[src/rtl/opres_pkg.sv]
package opres_pkg;

    localparam int WORD_W = 16;
    localparam int OPND_W = 4;
    localparam int NREG   = 1 << OPND_W;

    typedef enum logic [2:0] {
        AM_IMM   = 3'd0,
        AM_REG   = 3'd1,
        AM_RIND  = 3'd2,
        AM_STK   = 3'd3,
        AM_CONST = 3'd4,
        AM_DISP  = 3'd5,
        AM_IDX   = 3'd6,
        AM_PPI   = 3'd7
    } amode_e;

    typedef enum logic [1:0] {
        PH_IDLE,
        PH_RD,
        PH_WR
    } phase_e;

    // Resolved action for one operand request
    typedef struct packed {
        logic [1:0]        pop_n;
        logic              push;
        logic              slot_en;
        logic              slot_we;
        logic              reg_we;
        logic [OPND_W-1:0] reg_idx;
        logic [WORD_W-1:0] reg_val;
        logic              mem_go;
        logic              mem_wr;
        logic [WORD_W-1:0] mem_a;
        logic [WORD_W-1:0] val;
        logic              dev_go;
    } plan_t;

    function automatic logic [WORD_W-1:0] const_entry(input logic [OPND_W-1:0] k);
        return WORD_W'(16'h0100) + (WORD_W'(k) << 4);
    endfunction

endpackage

[src/rtl/opres_regfile.sv]
module opres_regfile
    import opres_pkg::*;
(
    input  logic              clk,
    input  logic              rst,
    input  logic              we,
    input  logic [OPND_W-1:0] widx,
    input  logic [WORD_W-1:0] wdata,
    input  logic [OPND_W-1:0] ra_idx,
    input  logic [OPND_W-1:0] rb_idx,
    input  logic [OPND_W-1:0] rc_idx,
    output logic [WORD_W-1:0] ra,
    output logic [WORD_W-1:0] rb,
    output logic [WORD_W-1:0] rc
);

    logic [WORD_W-1:0] rv [NREG];

    for (genvar g = 0; g < NREG; g++) begin : g_reg
        if (g == 0 || g == 2) begin : g_tied
            // zero register, and the stack alias slot
            assign rv[g] = '0;
        end else begin : g_store
            logic [WORD_W-1:0] q;
            always_ff @(posedge clk) begin
                if (rst)                                q <= '0;
                else if (we && widx == OPND_W'(g))      q <= wdata;
            end
            assign rv[g] = q;
        end
    end

    assign ra = rv[ra_idx];
    assign rb = rv[rb_idx];
    assign rc = rv[rc_idx];

endmodule

[src/rtl/opres_stack.sv]
module opres_stack
    import opres_pkg::*;
#(
    parameter int DEPTH = 16
) (
    input  logic              clk,
    input  logic              rst,
    input  logic [1:0]        pop_n,
    input  logic              push,
    input  logic [WORD_W-1:0] push_data,
    input  logic              slot_en,
    input  logic              slot_we,
    input  logic [OPND_W-1:0] slot_idx,
    output logic [WORD_W-1:0] top0,
    output logic [WORD_W-1:0] top1,
    output logic [WORD_W-1:0] slot_rdata,
    output logic              legal,
    output logic              err
);

    localparam int CW = $clog2(DEPTH + 1);
    localparam int IW = $clog2(DEPTH);
    localparam logic [CW-1:0] FULL = CW'(DEPTH);

    logic [WORD_W-1:0] ent [DEPTH];
    logic [CW-1:0]     cnt;
    logic [CW-1:0]     pos;

    assign pos        = cnt - CW'(1) - CW'(slot_idx);
    assign top0       = (cnt > CW'(0)) ? ent[IW'(cnt - CW'(1))] : '0;
    assign top1       = (cnt > CW'(1)) ? ent[IW'(cnt - CW'(2))] : '0;
    assign slot_rdata = (CW'(slot_idx) < cnt) ? ent[pos[IW-1:0]] : '0;

    assign legal = !(CW'(pop_n) > cnt)
                && !(push && cnt == FULL)
                && !(slot_en && CW'(slot_idx) >= cnt);

    always_ff @(posedge clk) begin
        if (rst) begin
            cnt <= '0;
            err <= 1'b0;
        end else if (!legal) begin
            err <= 1'b1;
        end else if (push) begin
            ent[cnt[IW-1:0]] <= push_data;
            cnt              <= cnt + CW'(1);
        end else if (pop_n != 2'd0) begin
            cnt <= cnt - CW'(pop_n);
        end else if (slot_en && slot_we) begin
            ent[pos[IW-1:0]] <= push_data;
        end
    end


    err_sticky_chk: assert property (@(posedge clk) disable iff (rst) err |=> err);


    bad_op_hold_chk: assert property (@(posedge clk) disable iff (rst)
        !legal |=> $stable(cnt));


    slot_depth_chk: assert property (@(posedge clk) disable iff (rst)
        (slot_en && legal && !push && pop_n == 2'd0) |=> $stable(cnt));

endmodule

[src/rtl/operand_resolver.sv]
module operand_resolver
    import opres_pkg::*;
#(
    parameter int STACK_DEPTH = 16
) (
    input  logic              clk,
    input  logic              rst,
    input  logic              req_valid,
    input  logic              req_write,
    input  logic [2:0]        req_mode,
    input  logic [OPND_W-1:0] req_opnd,
    input  logic [WORD_W-1:0] req_wdata,
    input  logic [WORD_W-1:0] pc,
    output logic              busy,
    output logic              done,
    output logic [WORD_W-1:0] rd_value,
    output logic              stk_err,
    output logic              mem_req,
    output logic              mem_we,
    output logic [WORD_W-1:0] mem_addr,
    output logic [WORD_W-1:0] mem_wdata,
    input  logic [WORD_W-1:0] mem_rdata,
    input  logic              mem_rvalid,
    output logic              dev_stb,
    output logic [OPND_W-1:0] dev_sel,
    output logic [WORD_W-1:0] dev_data
);

    localparam int W = WORD_W;

    phase_e            phase;
    amode_e            mode;
    plan_t             pl;
    logic              fire, stk_ok, is_two, sec_pop, base_pop;
    logic [OPND_W-1:0] sec_idx;
    logic [W-1:0]      ra, rb, rc, top0, top1, slot_rd, sec_v, base_v;

    assign mode   = amode_e'(req_mode);
    assign fire   = req_valid && (phase == PH_IDLE);
    assign busy   = (phase != PH_IDLE);
    assign is_two = (req_opnd == OPND_W'(2));

    // second address field: displacement register or index register (+2)
    assign sec_pop  = (mode == AM_IDX) ? (req_opnd[1:0] == 2'd0) : (req_opnd[1:0] == 2'd2);
    assign base_pop = (req_opnd[3:2] == 2'd2);
    assign sec_idx  = (mode == AM_IDX) ? (OPND_W'(req_opnd[1:0]) + OPND_W'(2))
                                       : OPND_W'(req_opnd[1:0]);
    assign sec_v    = sec_pop ? top0 : rc;
    assign base_v   = base_pop ? (sec_pop ? top1 : top0)
                               : ((req_opnd[3:2] == 2'd0) ? pc : rb);

    always_comb begin
        pl = '0;
        unique case (mode)
            AM_IMM: begin
                if (req_write) pl.dev_go = 1'b1;
                else           pl.val    = W'(req_opnd);
            end
            AM_REG, AM_PPI: begin
                if (is_two) begin
                    if (req_write) pl.push = 1'b1;
                    else begin
                        pl.pop_n = 2'd1;
                        pl.val   = top0;
                    end
                end else if (mode == AM_REG) begin
                    if (req_write) begin
                        pl.reg_we  = 1'b1;
                        pl.reg_idx = req_opnd;
                        pl.reg_val = req_wdata;
                    end else begin
                        pl.val = ra;
                    end
                end else begin
                    pl.reg_we  = 1'b1;
                    pl.reg_idx = req_opnd;
                    pl.mem_go  = 1'b1;
                    pl.mem_wr  = req_write;
                    if (req_write) begin
                        pl.reg_val = ra - W'(1);
                        pl.mem_a   = ra - W'(1);
                    end else begin
                        pl.reg_val = ra + W'(1);
                        pl.mem_a   = ra;
                    end
                end
            end
            AM_RIND: begin
                pl.mem_go = 1'b1;
                pl.mem_wr = req_write;
                if (is_two) begin
                    pl.pop_n = 2'd1;
                    pl.mem_a = top0;
                end else begin
                    pl.mem_a = ra;
                end
            end
            AM_STK: begin
                pl.slot_en = 1'b1;
                pl.slot_we = req_write;
                pl.val     = slot_rd;
            end
            AM_CONST: begin
                if (req_write) begin
                    pl.mem_go = 1'b1;
                    pl.mem_wr = 1'b1;
                    pl.mem_a  = const_entry(req_opnd);
                end else begin
                    pl.val = const_entry(req_opnd);
                end
            end
            AM_DISP, AM_IDX: begin
                pl.pop_n  = {1'b0, sec_pop} + {1'b0, base_pop};
                pl.mem_go = 1'b1;
                pl.mem_wr = req_write;
                pl.mem_a  = base_v + sec_v;
            end
            default: pl = '0;
        endcase
    end

    opres_regfile u_regs (
        .clk    (clk),
        .rst    (rst),
        .we     (fire && stk_ok && pl.reg_we),
        .widx   (pl.reg_idx),
        .wdata  (pl.reg_val),
        .ra_idx (req_opnd),
        .rb_idx (OPND_W'(req_opnd[3:2])),
        .rc_idx (sec_idx),
        .ra     (ra),
        .rb     (rb),
        .rc     (rc)
    );

    opres_stack #(.DEPTH(STACK_DEPTH)) u_stack (
        .clk        (clk),
        .rst        (rst),
        .pop_n      (fire ? pl.pop_n : 2'd0),
        .push       (fire && pl.push),
        .push_data  (req_wdata),
        .slot_en    (fire && pl.slot_en),
        .slot_we    (pl.slot_we),
        .slot_idx   (req_opnd),
        .top0       (top0),
        .top1       (top1),
        .slot_rdata (slot_rd),
        .legal      (stk_ok),
        .err        (stk_err)
    );

    always_ff @(posedge clk) begin
        if (rst) begin
            phase     <= PH_IDLE;
            done      <= 1'b0;
            rd_value  <= '0;
            mem_req   <= 1'b0;
            mem_we    <= 1'b0;
            mem_addr  <= '0;
            mem_wdata <= '0;
            dev_stb   <= 1'b0;
            dev_sel   <= '0;
            dev_data  <= '0;
        end else begin
            done    <= 1'b0;
            dev_stb <= 1'b0;
            mem_req <= 1'b0;
            unique case (phase)
                PH_IDLE: if (fire) begin
                    if (pl.mem_go && stk_ok) begin
                        mem_req   <= 1'b1;
                        mem_we    <= pl.mem_wr;
                        mem_addr  <= pl.mem_a;
                        mem_wdata <= req_wdata;
                        phase     <= pl.mem_wr ? PH_WR : PH_RD;
                    end else begin
                        done <= 1'b1;
                        if (!req_write) rd_value <= stk_ok ? pl.val : '0;
                        if (pl.dev_go) begin
                            dev_stb  <= 1'b1;
                            dev_sel  <= req_opnd;
                            dev_data <= req_wdata;
                        end
                    end
                end
                PH_RD: if (mem_rvalid) begin
                    rd_value <= mem_rdata;
                    done     <= 1'b1;
                    phase    <= PH_IDLE;
                end
                PH_WR: begin
                    done  <= 1'b1;
                    phase <= PH_IDLE;
                end
                default: phase <= PH_IDLE;
            endcase
        end
    end


    mem_pulse_chk: assert property (@(posedge clk) disable iff (rst) mem_req |=> !mem_req);


    mem_busy_chk: assert property (@(posedge clk) disable iff (rst) mem_req |-> busy);


    dev_done_chk: assert property (@(posedge clk) disable iff (rst)
        dev_stb |-> (done && !mem_req));


    postinc_fetch_chk: assert property (@(posedge clk) disable iff (rst)
        (fire && mode == AM_PPI && !req_write && !is_two) |=> (mem_req && !mem_we));


    indirect_dir_chk: assert property (@(posedge clk) disable iff (rst)
        (fire && mode == AM_RIND && !is_two) |=> (mem_req && mem_we == $past(req_write)));

endmodule

[config.mk]
export PLATFORM = sky130hd
export DESIGN_NAME = operand_resolver
export DESIGN_NICKNAME = d
export VERILOG_FILES = /design/src/rtl/opres_pkg.sv /design/src/rtl/opres_regfile.sv /design/src/rtl/opres_stack.sv /design/src/rtl/operand_resolver.sv
export SDC_FILE = /design/constraint.sdc
export NUM_CORES = 2
export LEC_CHECK = 0
export BUFFER_PORTS_ARGS = -buffer_cell sky130_fd_sc_hd__clkbuf_2
export CORE_ASPECT_RATIO = 1.75
export CORE_MARGIN = 10
export CORE_UTILIZATION = 50
export CTS_BUF_LIST = sky130_fd_sc_hd__clkbuf_4
export CTS_CLUSTER_DIAMETER = 100
export CTS_CLUSTER_SIZE = 20
export DETAILED_ROUTE_END_ITERATION = 12
export PLACE_DENSITY = 0.77
export SLEW_MARGIN = 20
export SYNTH_ARGS = -nofsm -noshare
export SYNTH_HDL_FRONTEND = slang
export SYNTH_SLANG_ARGS = --single-unit
[constraint.sdc]
create_clock -name clk -period 18 [get_ports clk]
set_clock_uncertainty 0.1 [all_clocks]
set_input_delay 0.9 -clock clk [delete_from_list [all_inputs] [get_ports clk]]
set_output_delay 0.9 -clock clk [all_outputs]
set_load 0.02 [all_outputs]
# Word-level counts from Yosys, hierarchy flattened

Memory sizes are Yosys's and may differ from the RTL's.
Cells that the tools add are included.

Register bits after elaboration: 304
Memory bits (writable): 256
Bits of input ports: 60
Output and inout bits: 74
Word-level logic and storage cells: 202
Memories: 1

Add/subtract/negate cells: 11
Magnitude comparators: 8
Eq/ne operators: 32
Muxes and demuxes: 72
Bitwise operators: 6
Reduce and logical (&&, ||, !) cells: 46

Memories:

| name        | depth | bits a word | rd ports | clocked after Yosys merged registers in | wr ports | RTL line          | source |
|---|---|---|---|---|---|---|---|
| u_stack.ent | 16    | 16          | 3        | 0                                       | 1        | opres_stack.sv:25 | `logic [WORD_W-1:0] ent [DEPTH];` |

Operator list:

| cell                    | number |
|---|---|
| $mux W16                | 24 |
| $bmux W16 S4            | 3 |
| $pmux W18 S4            | 1 |
| $pmux W16 S4            | 1 |
| $mux W21                | 3 |
| $mux W39                | 1 |
| $mux W18                | 2 |
| $eq A4 B4 Y1 const B    | 8 |
| $pmux W16 S2            | 1 |
| $logic_and A1 B1 Y1     | 25 |
| $mux W1                 | 22 |
| $add A16 B1 Y16 const B | 1 |
| $add A16 B16 Y16        | 1 |
| $eq A4 B3 Y1 const B    | 4 |
| $reduce_or A16 Y1       | 1 |
| $sub A16 B1 Y16 const B | 1 |
| $ge A5 B5 Y1 const B    | 3 |
| $mux W2                 | 7 |
| $eq A3 B3 Y1 const B    | 4 |
| $add A9 B8 Y10 const A  | 1 |
| $gt A5 B1 Y1 const B    | 2 |
| $mux W5                 | 2 |
| $eq A4 B2 Y1 const B    | 2 |
| $ne A2 B2 Y1 const B    | 4 |
| 37 further kinds        | 51 |

# Depth between registers and ports, before layout

Word-level depth: 14
Gate-level depth with buffers: 28
Depth with buffers taken out: 19

# Cells and area by module

Synthesis repeated with hierarchy kept, for this count alone.

Cell total of the unflattened synthesis: 3200
Area, all modules: 34032.6 um^2

Modules (own cells, without submodules):

| module           | times used | cells an instance | area each (um^2) | sequential area each (um^2) |
|---|---|---|---|---|
| opres_stack      | 1          | 817               | 14929.3          | 7807.5 |
| opres_regfile    | 1          | 1492              | 13045.0          | 4484.3 |
| operand_resolver | 1          | 891               | 6058.3           | 1481.4 |

# Worst setup path after synthesis

Ideal clock, no wire load.

Path type: in2reg
Start point: input port req_opnd[1]
End point: memory u_stack.ent[5][0], enable pin
Setup time: 0.388 ns
Data arrival time: 6.615 ns
Required time: 17.512 ns
Setup slack: 10.896 ns
Stages: 27
Path buffers: 10
Path through: buf_6 buf_8 buf_12 buf_8 buf_8 buf_6 or2_2 mux2i_1 clkbuf_1 clkbuf_1 buf_1 ha_1 nand2_1 o31ai_1 a21oi_1 a2bb2oi_1 nor4_4 ha_1 inv_1 a211oi_1 a31o_4 a32o_1 buf_6 nor3_4 mux2i_1 or4_4 nor2_1

Cells in the longest elaborated chain, start to end: 14
Elaborated cells on any way between the ends: 34
Those cells by class: add/sub: 2; order compare: 2; eq/ne: 2; mux: 17; reduce/logical: 11

Ends and longest elaborated chain:

| what                                             | RTL line                | source |
|---|---|---|
| from (decl)                                      | operand_resolver.sv:11  | `input logic [OPND_W-1:0] req_opnd,` |
| $eq A2 B2 Y1 or $logic_not A2 Y1 (tied branches) | operand_resolver.sv:44  | `assign sec_pop = (mode == AM_IDX) ? (req_opnd[1:0] == 2'd0) : (req_opnd[1:0] == 2'd2);` |
| $mux W1                                          | operand_resolver.sv:44  |  |
| $add A1 B1 Y2                                    | operand_resolver.sv:113 | `pl.pop_n = {1'b0, sec_pop} + {1'b0, base_pop};` |
| $pmux W2 S3                                      | operand_resolver.sv:54  | `unique case (mode)` |
| $mux W2                                          | operand_resolver.sv:139 | `.pop_n (fire ? pl.pop_n : 2'd0),` |
| $gt A2 B5 Y1                                     | opres_stack.sv:34       | `assign legal = !(CW'(pop_n) > cnt)` |
| $logic_not A1 Y1                                 | opres_stack.sv:34       |  |
| $logic_and A1 B1 Y1                              | opres_stack.sv:35       | `&& !(push && cnt == FULL)` |
| $logic_and A1 B1 Y1                              | opres_stack.sv:36       | `&& !(slot_en && CW'(slot_idx) >= cnt);` |
| $mux W1                                          | opres_stack.sv:42       | `end else if (!legal) begin` |
| $mux W1                                          | opres_stack.sv:39       | `if (rst) begin` |
| $mux W1 (not written as such)                    | opres_stack.sv:50       | `ent[pos[IW-1:0]] <= push_data;` |
| $reduce_or A16 Y1 (no line)                      | -                       |  |
| $mux W4 (no line) or $mux W1 (tied branches)     | -                       |  |
| to (decl)                                        | opres_stack.sv:25       |  |

Parallel ways exist; a longest one is shown, timed or not.

# Final worst setup path

Start point: register u_stack.cnt[0]
End point: register mem_addr[12]

Cells in the longest elaborated chain, start to end: 7
Elaborated cells on any way between the ends: 25
Those cells by class: add/sub: 3; order compare: 4; eq/ne: 1; mux: 7; reduce/logical: 9; memory: 1

Ends and longest elaborated chain:

| what                                                    | RTL line                                         | source |
|---|---|---|
| from (decl)                                             | opres_stack.sv:26                                | `logic [CW-1:0] cnt;` |
| from (signal assigned)                                  | opres_stack.sv:46                                | `cnt <= cnt + CW'(1);` |
| from (signal assigned)                                  | opres_stack.sv:48                                | `cnt <= cnt - CW'(pop_n);` |
| $sub A4 B1 Y4 (tied with other cells)                   | opres_stack.sv:30                                | `assign top0 = (cnt > CW'(0)) ? ent[IW'(cnt - CW'(1))] : '0;` |
| $mem_v2 Z16 W16 or $logic_and A1 B1 Y1 (tied branches)  | -                                                |  |
| $mux W16 (tied with other cells)                        | opres_stack.sv:30                                |  |
| $mux W16 or $logic_and A1 B1 Y1 (tied branches)         | operand_resolver.sv:49, opres_stack.sv:35        |  |
| $mux W16 or $logic_and A1 B1 Y1 (tied branches)         | operand_resolver.sv:49, opres_stack.sv:36        |  |
| $add A16 B16 Y16 or $logic_and A1 B1 Y1 (tied branches) | operand_resolver.sv:116, operand_resolver.sv:170 |  |
| $pmux W18 S4 or $reduce_and A3 Y1 (tied branches)       | -                                                |  |
| to (signal assigned)                                    | operand_resolver.sv:173                          | `mem_addr <= pl.mem_a;` |
| to (decl)                                               | operand_resolver.sv:20                           | `output logic [WORD_W-1:0] mem_addr,` |

Parallel ways exist; a longest one is shown, timed or not.
A chain may end at the register's enable or synchronous reset.

==> qor.txt <==
Die height: 351 µm
Drt via density: 7.19
Mean Syn Cell Area: 11.0 µm²
Crit end category: flip-flop
Drt total wl: 114,000 µm
Post-Synth Adder-Cell Area: 0.0167
CTS resizes: 0
Core area: 62,200 µm²
H-tree levels: 1
Largest net degree at the start of global routing: 96
Largest family of logic cells by synthesized area: multiplexers
Async SR Flop Fraction: 0
DRC Markers: 0
Max Clk Rate: 151 MHz
Vias in the first global route: 25,914
Final Instance Area: 33,000 µm²
Post-synth EDFFs: 256
Area growth from synthesis to layout: 5.14%
Switching share of power: 0.296
Compound-Gate Fraction of Synth Area: 0.126
Mux cell area share after synthesis: 0.221
Num CTS Buffers: 31
Synth area leaders: edfxtp_1 (25%), dfxtp_1 (19%), mux4_2 (19%)
Critical-path cell list: inv_1, ha_1, xnor2_2, buf_4, inv_1, buf_4, nand2_1, nand3_1, nand3_1, o221ai_1, o221a_2, ha_1, fa_1, a211oi_1, nor2_1, o31ai_1, buf_4, a211oi_1, o41ai_1, xor2_1, nor2_1, o221a_2
CTS root buf: clkbuf_4
Most common cell after layout, fill and taps aside: nand2_1
Wirelength per Cell: 31.1 µm
Slew @ Worst Pin: 1190 ps
Share of the synthesized area in the top cell type: 0.245
DRT iter0 DRCs: 3,699
Initial antenna violation count: 7
DR vias: 26,234
Clock buffer depth: 3
Final Max Slew Viols: 0
Register bit total from synthesis: 560
Req. time, crit path: 18,860 ps
Die span in x: 209 µm
Psw: 663 µW
Minimum clock period: 6610 ps
Synth Net Count: 2,950
Max_slew headroom: 0.203
Clock sink total: 560
Simple-gate area share of the yosys netlist: 0.143
Period utilization: 0.367
DRT antenna net count: 0
DP HPWL: 81,000 µm
Die area: 73,500 µm²
Leading area contributor after synthesis: edfxtp_1
Synth Flop Type: dfxtp_1
Critical path class: flip-flop to flip-flop
Family with the most delay on the worst path: buffers and inverters
Syn Inst Count: 2,850
Layout cells sized above 1: 0.227
Number of warning messages in the yosys log: 0
Detailed Routing Iterations Pass 1: 10
Crit path DAT: 7460 ps
Non-Filler Instances: 3,651
Tightest Hold Check Type: primary input to flip-flop
TNS Setup: 0 ps
Nets: 2,933
Post-synthesis sequential area ratio: 0.439
First-pass GRT wire length: 167,000 µm
Setup Viol. Count Final: 0
Most used cell, CP: buf_4
Seq pwr share: 0.602
Critical path peak fanout: 56
Final Hold Violating Endpoints: 0
Tot GR Track Use: 0.298
Initial Utilization: 0.504
Unique masters post-synth: 92
Hold_ws: 21.4 ps
Leading cell types in the layout, fill and taps excluded: nand2_1 (433), dfxtp_1 (302), mux4_2 (265)
Routability cong.: 1.01
Largest stage delay, worst path: 1050 ps
PortBufs: 133
Gr ovfl total: 0
CTS tree: yes
Combinational share of power: 0.166
Clock power frac: 0.232
Placed insts: 3,593
Mapped cell area: 31,300 µm²
IO Pins: 134
Worst skew pair latency: 1060 ps
Power Density: 68.0 nW/µm²
MaxCap Viol Count: 0
Unrepaired setup endpoints after global routing: false
P_int: 1580 µW
Total power draw: 2240 µW
Hold buffer count at CTS: 5
Status: completed
Placed Area: 32,500 µm²
Worst-path clk slew: 230 ps
Leak pwr: 0.0110 µW
Row count: 121
Slowest CP cell: dfxtp_4
Peak supply drop: 0.0769 mV
Setup bufs post-CTS: 0
Xor/xnor share of the synthesized area: 0.0113
Setup crit start kind: flip-flop
Combined buffer and inverter count along the critical path: 5
==> synth_stat cells, types with 12 or more instances <==
cell,instances
ha_1,37
nor3b_1,13
o21ai_0,138
nand2_1,433
a221oi_1,28
nor3_1,27
a211oi_1,16
o31ai_1,14
mux4_2,265
and2_1,22
xnor2_1,29
and3_1,26
nand4_1,17
mux2i_1,24
o221ai_1,30
buf_2,27
a21oi_1,185
a31oi_1,22
nand3_1,218
o21ai_1,12
dfxtp_1,304
buf_1,31
or3_1,15
nor2_1,123
a22oi_1,13
buf_6,13
clkbuf_1,167
nor4_1,14
edfxtp_1,256
o211ai_1,16
a21o_1,12
inv_1,46
mux2_2,48
o221a_2,17
==> power by group through the flow <==
stage | sequential, µW | clock [µW] | combinational (µW)
final | 1350 | 519 | 372
after global routing | 1350 | 552 | 387
after CTS | 1350 | 515 | 359
after detailed placement | 1370 | 0 | 357
after global placement | 1370 | 0 | 350
after floorplan | 1380 | 0 | 225
==> logic make-up after synthesis <==
group                    after synthesis
XOR/XNOR                              39
buffers and inverters                296
AO/OA/AOI/OAI                        603
multiplexers                         344
flip-flops                           560
adder cells (fa/ha/maj)               40
AND/OR/NAND/NOR                      968
==> through the flow <==
stage,util,setup slack [ps]
finish,0.530,11390
CTS,0.529,11480
floorplan,-,10900
global placement,0.522,10680
global route,0.530,11130
detailed placement,0.522,10550
==> path summary, 6_finish.rpt <==
path	endpoint	cells after the start	slack, ps	from
max	mem_addr[12]	22	11390	u_stack.cnt[0]
min	rd_value[3]	2	20	mem_rdata[3]
min reg2reg	u_regs.g_reg[13].g_store.q[0]	2	370	u_regs.g_reg[13].g_store.q[0]
max reg2reg	mem_addr[12]	22	11390	u_stack.cnt[0]
==> routing by layer <==
layer  vias to the layer above  global-route usage  part of all wire
li1                      10855                   -                 -
met1                     12686               0.315              0.31
met2                      2076               0.511              0.49
met3                       609              0.0613              0.10
met4                         8               0.239             0.095
met5                         -                   0           0.00054
==> layout make-up <==
| cell class | instances | area [µm²] |
|---|---|---|
| diodes | 4 | 10.0 |
| clock inverters | 1 | 3.75 |
| inverters | 46 | 175 |
| well taps | 799 | 1000 |
| flip-flops and latches | 560 | 13800 |
| multi-input cells | 1994 | 16400 |
| fillers | 5298 | 29300 |
| clock buffers | 47 | 353 |
| repair buffers | 200 | 1190 |
==> state kept, by name, indices dropped and copies added (netlist names) <==
name	flops
dev_data	16
dev_sel	4
dev_stb	1
done	1
mem_addr	16
mem_req	1
mem_wdata	16
mem_we	1
phase	2
rd_value	16
u_regs.g.g_store.q	224
u_stack.cnt	5
u_stack.ent	256
u_stack.err	1
(Power assumes the default switching activity.)
